`src/rtl/gpio_irq_pkg.sv`:
```
package gpio_irq_pkg;
  typedef enum logic [2:0] {
    REG_OUT   = 3'd0,
    REG_DIR   = 3'd1,
    REG_BLINK = 3'd2,
    REG_POL   = 3'd3,
    REG_DIN   = 3'd4,
    REG_CAUSE = 3'd5,
    REG_EMASK = 3'd6,
    REG_LMASK = 3'd7
  } reg_sel_e;
endpackage

```
`src/rtl/gpio_sync.sv`:
```
module gpio_sync #(
  parameter int W = 32
) (
  input  logic         clk_i,
  input  logic         rst_ni,
  input  logic [W-1:0] d_i,
  output logic [W-1:0] q_o
);
  logic [W-1:0] s1_q, s2_q;

  always_ff @(posedge clk_i or negedge rst_ni) begin
    if (!rst_ni) begin
      s1_q <= '0;
      s2_q <= '0;
    end else begin
      s1_q <= d_i;
      s2_q <= s1_q;
    end
  end

  assign q_o = s2_q;
endmodule

```
`src/rtl/gpio_blink_timer.sv`:
```
module gpio_blink_timer #(
  parameter int HALF = 16
) (
  input  logic clk_i,
  input  logic rst_ni,
  output logic phase_o
);
  localparam int CNT_W = (HALF > 1) ? $clog2(HALF) : 1;
  localparam logic [CNT_W-1:0] LAST = CNT_W'(HALF - 1);

  logic [CNT_W-1:0] cnt_q;
  logic             phase_q;

  always_ff @(posedge clk_i or negedge rst_ni) begin
    if (!rst_ni) begin
      cnt_q   <= '0;
      phase_q <= 1'b0;
    end else if (cnt_q == LAST) begin
      cnt_q   <= '0;
      phase_q <= ~phase_q;
    end else begin
      cnt_q <= cnt_q + 1'b1;
    end
  end

  assign phase_o = phase_q;
endmodule

```
`src/rtl/gpio_irq_cause.sv`:
```
module gpio_irq_cause #(
  parameter int N        = 32,
  parameter int GRP_SIZE = 8
) (
  input  logic                  clk_i,
  input  logic                  rst_ni,
  input  logic [N-1:0]          din_i,
  input  logic                  clr_en_i,
  input  logic [N-1:0]          keep_i,
  input  logic [N-1:0]          emask_i,
  input  logic [N-1:0]          lmask_i,
  output logic [N-1:0]          cause_o,
  output logic [N-1:0]          rise_o,
  output logic [N/GRP_SIZE-1:0] grp_o
);
  localparam int N_GRP = N / GRP_SIZE;

  logic [N-1:0] prev_q, cause_q, pin_irq;

  assign rise_o = din_i & ~prev_q;

  always_ff @(posedge clk_i or negedge rst_ni) begin
    if (!rst_ni) begin
      prev_q  <= '0;
      cause_q <= '0;
    end else begin
      prev_q  <= din_i;
      // a new edge overrides a concurrent clear
      cause_q <= (clr_en_i ? (cause_q & keep_i) : cause_q) | rise_o;
    end
  end

  assign pin_irq = (din_i & lmask_i) | (cause_q & emask_i);
  assign cause_o = cause_q;

  for (genvar g = 0; g < N_GRP; g++) begin : g_grp
    assign grp_o[g] = |pin_irq[g*GRP_SIZE +: GRP_SIZE];
  end
endmodule

```
`src/rtl/gpio_irq_unit.sv`:
```
module gpio_irq_unit
  import gpio_irq_pkg::*;
#(
  parameter int N_PINS     = 32,
  parameter int GRP_SIZE   = 8,
  parameter int BLINK_HALF = 16
) (
  input  logic                       clk_i,
  input  logic                       rst_ni,
  input  logic                       req_i,
  input  logic                       we_i,
  input  logic [2:0]                 addr_i,
  input  logic [N_PINS-1:0]          wdata_i,
  output logic [N_PINS-1:0]          rdata_o,
  input  logic [N_PINS-1:0]          pin_i,
  output logic [N_PINS-1:0]          pin_o,
  output logic [N_PINS-1:0]          pin_oe_o,
  output logic [N_PINS/GRP_SIZE-1:0] grp_irq_o
);
  logic [N_PINS-1:0] out_q, dir_q, blink_q, pol_q, emask_q, lmask_q;
  logic [N_PINS-1:0] pin_sync, din, edge_cause, rise, rd_mux, rdata_q;
  logic              phase, wr;
  reg_sel_e          sel;

  assign sel = reg_sel_e'(addr_i);
  assign wr  = req_i & we_i;

  gpio_sync #(.W(N_PINS)) u_sync (
    .clk_i (clk_i),
    .rst_ni(rst_ni),
    .d_i   (pin_i),
    .q_o   (pin_sync)
  );

  assign din = pin_sync ^ pol_q;

  gpio_irq_cause #(.N(N_PINS), .GRP_SIZE(GRP_SIZE)) u_cause (
    .clk_i   (clk_i),
    .rst_ni  (rst_ni),
    .din_i   (din),
    .clr_en_i(wr && (sel == REG_CAUSE)),
    .keep_i  (wdata_i),
    .emask_i (emask_q),
    .lmask_i (lmask_q),
    .cause_o (edge_cause),
    .rise_o  (rise),
    .grp_o   (grp_irq_o)
  );

  gpio_blink_timer #(.HALF(BLINK_HALF)) u_blink (
    .clk_i  (clk_i),
    .rst_ni (rst_ni),
    .phase_o(phase)
  );

  always_ff @(posedge clk_i or negedge rst_ni) begin
    if (!rst_ni) begin
      out_q   <= '0;
      dir_q   <= '0;
      blink_q <= '0;
      pol_q   <= '0;
      emask_q <= '0;
      lmask_q <= '0;
    end else if (wr) begin
      case (sel)
        REG_OUT:   out_q   <= wdata_i;
        REG_DIR:   dir_q   <= wdata_i;
        REG_BLINK: blink_q <= wdata_i;
        REG_POL:   pol_q   <= wdata_i;
        REG_EMASK: emask_q <= wdata_i;
        REG_LMASK: lmask_q <= wdata_i;
        default: ;
      endcase
    end
  end

  always_comb begin
    case (sel)
      REG_OUT:   rd_mux = out_q;
      REG_DIR:   rd_mux = dir_q;
      REG_BLINK: rd_mux = blink_q;
      REG_POL:   rd_mux = pol_q;
      REG_DIN:   rd_mux = din;
      REG_CAUSE: rd_mux = edge_cause;
      REG_EMASK: rd_mux = emask_q;
      default:   rd_mux = lmask_q;
    endcase
  end

  always_ff @(posedge clk_i or negedge rst_ni) begin
    if (!rst_ni)             rdata_q <= '0;
    else if (req_i && !we_i) rdata_q <= rd_mux;
  end

  assign rdata_o  = rdata_q;
  assign pin_oe_o = ~dir_q;
  assign pin_o    = (out_q ^ (blink_q & {N_PINS{phase}})) & ~dir_q;
endmodule

```
`config.mk`:
```
export PLATFORM = sky130hd
export DESIGN_NAME = gpio_irq_unit
export DESIGN_NICKNAME = d
export VERILOG_FILES = /design/src/rtl/gpio_irq_pkg.sv /design/src/rtl/gpio_sync.sv /design/src/rtl/gpio_blink_timer.sv /design/src/rtl/gpio_irq_cause.sv /design/src/rtl/gpio_irq_unit.sv
export SDC_FILE = /design/constraint.sdc
export NUM_CORES = 1
export LEC_CHECK = 0
export BUFFER_PORTS_ARGS = -buffer_cell sky130_fd_sc_hd__buf_4
export CAP_MARGIN = 20
export CORE_MARGIN = 8
export CORE_UTILIZATION = 59
export CTS_CLUSTER_DIAMETER = 100
export DETAILED_ROUTE_END_ITERATION = 8
export PLACE_DENSITY = 0.8
export SLEW_MARGIN = 10
export SYNTH_ARGS = -nofsm -noshare
export SYNTH_HDL_FRONTEND = slang
export SYNTH_HIERARCHICAL = 1
export SYNTH_SLANG_ARGS = --single-unit
```
`constraint.sdc`:
```
create_clock -name clk_i -period 1.5 [get_ports clk_i]
set_input_delay 0.075 -clock clk_i [delete_from_list [all_inputs] [get_ports clk_i]]
set_output_delay 0.075 -clock clk_i [all_outputs]
set_load 0.005 [all_outputs]
```
==> run_summary.xml <==
<?xml version="1.0" encoding="UTF-8"?>
<metrics>
  <group name="synth">
    <metric name="count_of_flip_flops_with_a_built_in_enable_after_synthesis" unit="">0</metric>
    <metric name="ys_seq_area_share" unit="%">57.55</metric>
    <metric name="syn_inst" unit="">1251</metric>
    <metric name="synth.ff_latch_count" unit="">357</metric>
    <metric name="synth_cell_type_count" unit="">48</metric>
    <metric name="postSynthAreaPerCell" unit="um2">12.41</metric>
    <metric name="synth-main-ff-cell" unit="">dfrtp_1</metric>
    <metric name="yosys_warnings" unit="">6</metric>
    <metric name="async_flop_share" unit="%">100.0</metric>
    <metric name="synth_fp_nets" unit="">1323</metric>
    <metric name="syn-cell-area" unit="um2">15520</metric>
  </group>
  <group name="route">
    <metric name="count_of_routing_violations_after_the_opening_detailed_route_iteration" unit="">1310</metric>
    <metric name="final_antenna_net_count" unit="">0</metric>
    <metric name="route.final.wire_length" unit="um">47160</metric>
    <metric name="route.detailed.drc" unit="">0</metric>
    <metric name="number_of_vias_after_detailed_routing" unit="">11939</metric>
    <metric name="vias_per_cell" unit="">6.238</metric>
    <metric name="avgRoutedWirePerCell" unit="um">24.64</metric>
    <metric name="drtPass1Iterations" unit="">8</metric>
  </group>
  <group name="grt">
    <metric name="gr-total-overflow" unit="">0</metric>
    <metric name="antenna_found_initial" unit="">2</metric>
    <metric name="grt_first_pass_wirelength" unit="um">71820</metric>
    <metric name="grt_start_max_net_pins" unit="">63</metric>
    <metric name="global_route.usage.total" unit="%">29.31</metric>
    <metric name="number_of_global_route_vias_before_repair" unit="">12564</metric>
  </group>
  <group name="place">
    <metric name="place.detailed.hpwl" unit="um">29000</metric>
    <metric name="pre_cts_slack" unit="ns">0.03297</metric>
    <metric name="gpl.final_weighted_congestion" unit="">0.8692</metric>
    <metric name="numPlacedInstances" unit="">1761</metric>
    <metric name="placement.io_buffers" unit="">170</metric>
  </group>
  <group name="die">
    <metric name="floorplan.io_pins" unit="">171</metric>
    <metric name="die_height" unit="um">178.2</metric>
    <metric name="die_area" unit="um2">31760</metric>
    <metric name="horizontal_extent_of_the_die" unit="um">178.2</metric>
    <metric name="placeableCoreArea" unit="um2">25980</metric>
    <metric name="start_util" unit="%">59.74</metric>
    <metric name="floorplan.rows" unit="">59</metric>
  </group>
  <group name="critical_path">
    <metric name="worst_reg2reg_startpoint" unit="">pol_q[7]</metric>
    <metric name="required" unit="ns">1.42</metric>
    <metric name="cpMaxStageDelayCell" unit="">dfrtp_1</metric>
    <metric name="crit_path_cell_trace" unit="">xor2_2, a22o_1, a221oi_2, nand4_1, buf_4</metric>
    <metric name="worst_setup_path_start_kind" unit="">flop</metric>
    <metric name="worst-endpoint-arrival" unit="ns">1.90</metric>
    <metric name="path_class" unit="">flop to output pin</metric>
    <metric name="worst-path-max-fanout" unit="">4</metric>
    <metric name="worst_setup_path_end_kind" unit="">output pin</metric>
    <metric name="timing.critical_path.from" unit="">u_sync/q_o[26]</metric>
    <metric name="critical_path.max_stage_delay" unit="ns">0.39</metric>
  </group>
  <group name="cts">
    <metric name="clock_tree_from_tritoncts" unit="">yes</metric>
    <metric name="clock_sink_count" unit="">357</metric>
    <metric name="ctsHtreeMaxLevel" unit="">2</metric>
    <metric name="ctsLongestPathBuffers" unit="">3</metric>
    <metric name="clock_root_buffer_master" unit="">clkbuf_16</metric>
    <metric name="clock_input_transition_at_the_sequential_cells_of_the_worst_setup_and_hold_paths" unit="ns">0.06</metric>
    <metric name="worst_skew_pair.late_latency" unit="ns">0.52</metric>
    <metric name="cts_buffers" unit="">37</metric>
  </group>
  <group name="timing">
    <metric name="max_freq" unit="MHz">506.5</metric>
    <metric name="final.setup.tns" unit="ns">-10.30</metric>
    <metric name="setup_violations" unit="">36</metric>
    <metric name="layout_setup_ws" unit="ns">-0.4744</metric>
    <metric name="worst-slew-pin-transition" unit="ns">0.4859</metric>
    <metric name="final_hold_viol_count" unit="">0</metric>
    <metric name="maximum_clock_skew_at_final_layout" unit="ns">0.01231</metric>
    <metric name="final-max-slew-violation-count" unit="">0</metric>
    <metric name="share_of_the_clock_period_used_by_the_worst_path" unit="%">131.6</metric>
    <metric name="period_minus_slack" unit="ns">1.974</metric>
    <metric name="rsz0062_at_grt" unit="">true</metric>
    <metric name="hold_ws" unit="ns">0.03952</metric>
    <metric name="max_slew_headroom" unit="%">67.49</metric>
  </group>
  <group name="outcome">
    <metric name="run_status" unit="">finished with violations</metric>
    <metric name="failing_checks" unit="">negative setup slack</metric>
  </group>
  <group name="final_layout">
    <metric name="layout-drive-gt1-share" unit="%">35.68</metric>
    <metric name="top_library_cells_by_usage_in_the_layout_fill_and_taps_aside" unit="">dfrtp_1, buf_4, mux2_2, o21ai_0, dlygate4sd3_1</metric>
    <metric name="leading_cell_type_in_the_layout_fill_and_taps_excluded" unit="">dfrtp_1</metric>
    <metric name="final_core_util" unit="%">77.56</metric>
    <metric name="area.growth.synth_to_final" unit="%">29.83</metric>
    <metric name="final_net_count" unit="">1623</metric>
    <metric name="layoutNonFillerInstCount" unit="">1914</metric>
  </group>
  <group name="power">
    <metric name="power.density" unit="nW/um2">1437</metric>
    <metric name="cellLeakagePower" unit="nW">8.836</metric>
    <metric name="power.ir.vdd_worst" unit="mV">1.137</metric>
  </group>
  <group name="hold_path">
    <metric name="holdCritPathClass" unit="">input port to asynchronous set/reset pin</metric>
  </group>
  <group name="flow_run">
    <metric name="max-cap-violations" unit="">0</metric>
  </group>
</metrics>
==> cell families after synthesis <==
logic type / share of synthesized area, %
AO/OA/AOI/OAI: 13.85
XOR/XNOR: 3.724
adder cells (fa/ha/maj): 0.08059
buffers and inverters: 3.796
flip-flops: 57.55
multiplexers: 13.87
AND/OR/NAND/NOR: 7.126
==> layout make-up <==
class / count / area [um2]
Antenna cell: 1 / 2.502
Fill cell: 1514 / 5832
Inverter: 35 / 131.4
Clock inverter: 5 / 57.56
Tap cell: 335 / 419.2
Sequential cell: 357 / 8935
Clock buffer: 61 / 1179
Timing Repair Buffer: 334 / 2994
Multi-Input combinational cell: 786 / 6435
==> worst max-delay path: cells and delay by family (launching register included) <==
kind | cells | cell delay [ns]
compound gates | 2 | 0.43
xor+xnor | 1 | 0.20
flops | 1 | 0.39
simple gates | 1 | 0.18
buf+inv | 1 | 0.18
==> cells in the mapped netlist (22+ instances only) <==
library cell	n	area [um2]
dfrtp_1	357	8934
mux2_2	151	1700
o21ai_0	76	380.4
nand2_1	69	259.0
xor2_1	65	569.3
a21oi_1	45	225.2
nand2b_1	40	250.2
o21ai_1	38	190.2
nor2b_1	35	219.0
inv_1	34	127.6
mux2_1	34	382.9
nor2_1	34	127.6
o22ai_1	32	200.2
a22oi_1	27	202.7
a22o_1	22	192.7
clkbuf_1	22	82.58
==> routing by layer <==
layer  global-route usage [%]  up-vias  routed length (um)
met5                        0        -                   9
met4                    10.64        2                1642
met3                    7.303      142                4441
met2                    48.62      693               22800
met1                    36.89     6046               18270
li1                         -     5056                   -
==> per-stage QoR <==
step                instance area (um2)  total power, mW
floorplan                         15520            15.89
finish                            20150            28.97
CTS                               19940            28.60
global route                      20150            30.15
detailed placement                17610            18.87
global placement                  17610            18.60
==> report_power, final <==
group | internal, mW | switching [mW] | total, mW
clock | 5.54 | 3.71 | 9.25
sequential | 11.4 | 1.63 | 13.0
combinational | 3.69 | 3.01 | 6.70
total | 20.6 | 8.35 | 29.0
==> sequential cells by signal, indices dropped and copies added (netlist names) <==
name,count
dir_q,32
u_cause/prev_q,32
u_sync/s1_q,32
u_blink/cnt_q,4
u_sync/q_o,32
rdata_o,32
u_blink/phase_o,1
lmask_q,32
blink_q,32
emask_q,32
u_cause/cause_o,32
pol_q,32
out_q,32
==> what timing repair did <==
action,in CTS,in global routing
resized for setup,64,40
pin swaps,47,50
setup endpoints to repair,36,36
hold buffers,65,0
setup buffers,14,9
cloned,2,0
endpoints found under the hold margin,613,0
==> final timing paths <==
path,slack [ns],cells past startpoint,end
hold / removal,0.04,2,u_sync/q_o[3]
min in group clk_i,0.05,4,rdata_o[8]
setup / recovery,-0.47,5,grp_irq_o[3]
hold reg to reg,0.35,0,u_sync/q_o[15]
max in group asynchronous,0.77,3,u_sync/q_o[31]
setup reg to reg,0.14,4,rdata_o[7]
Power figures use the tool's default switching activity.
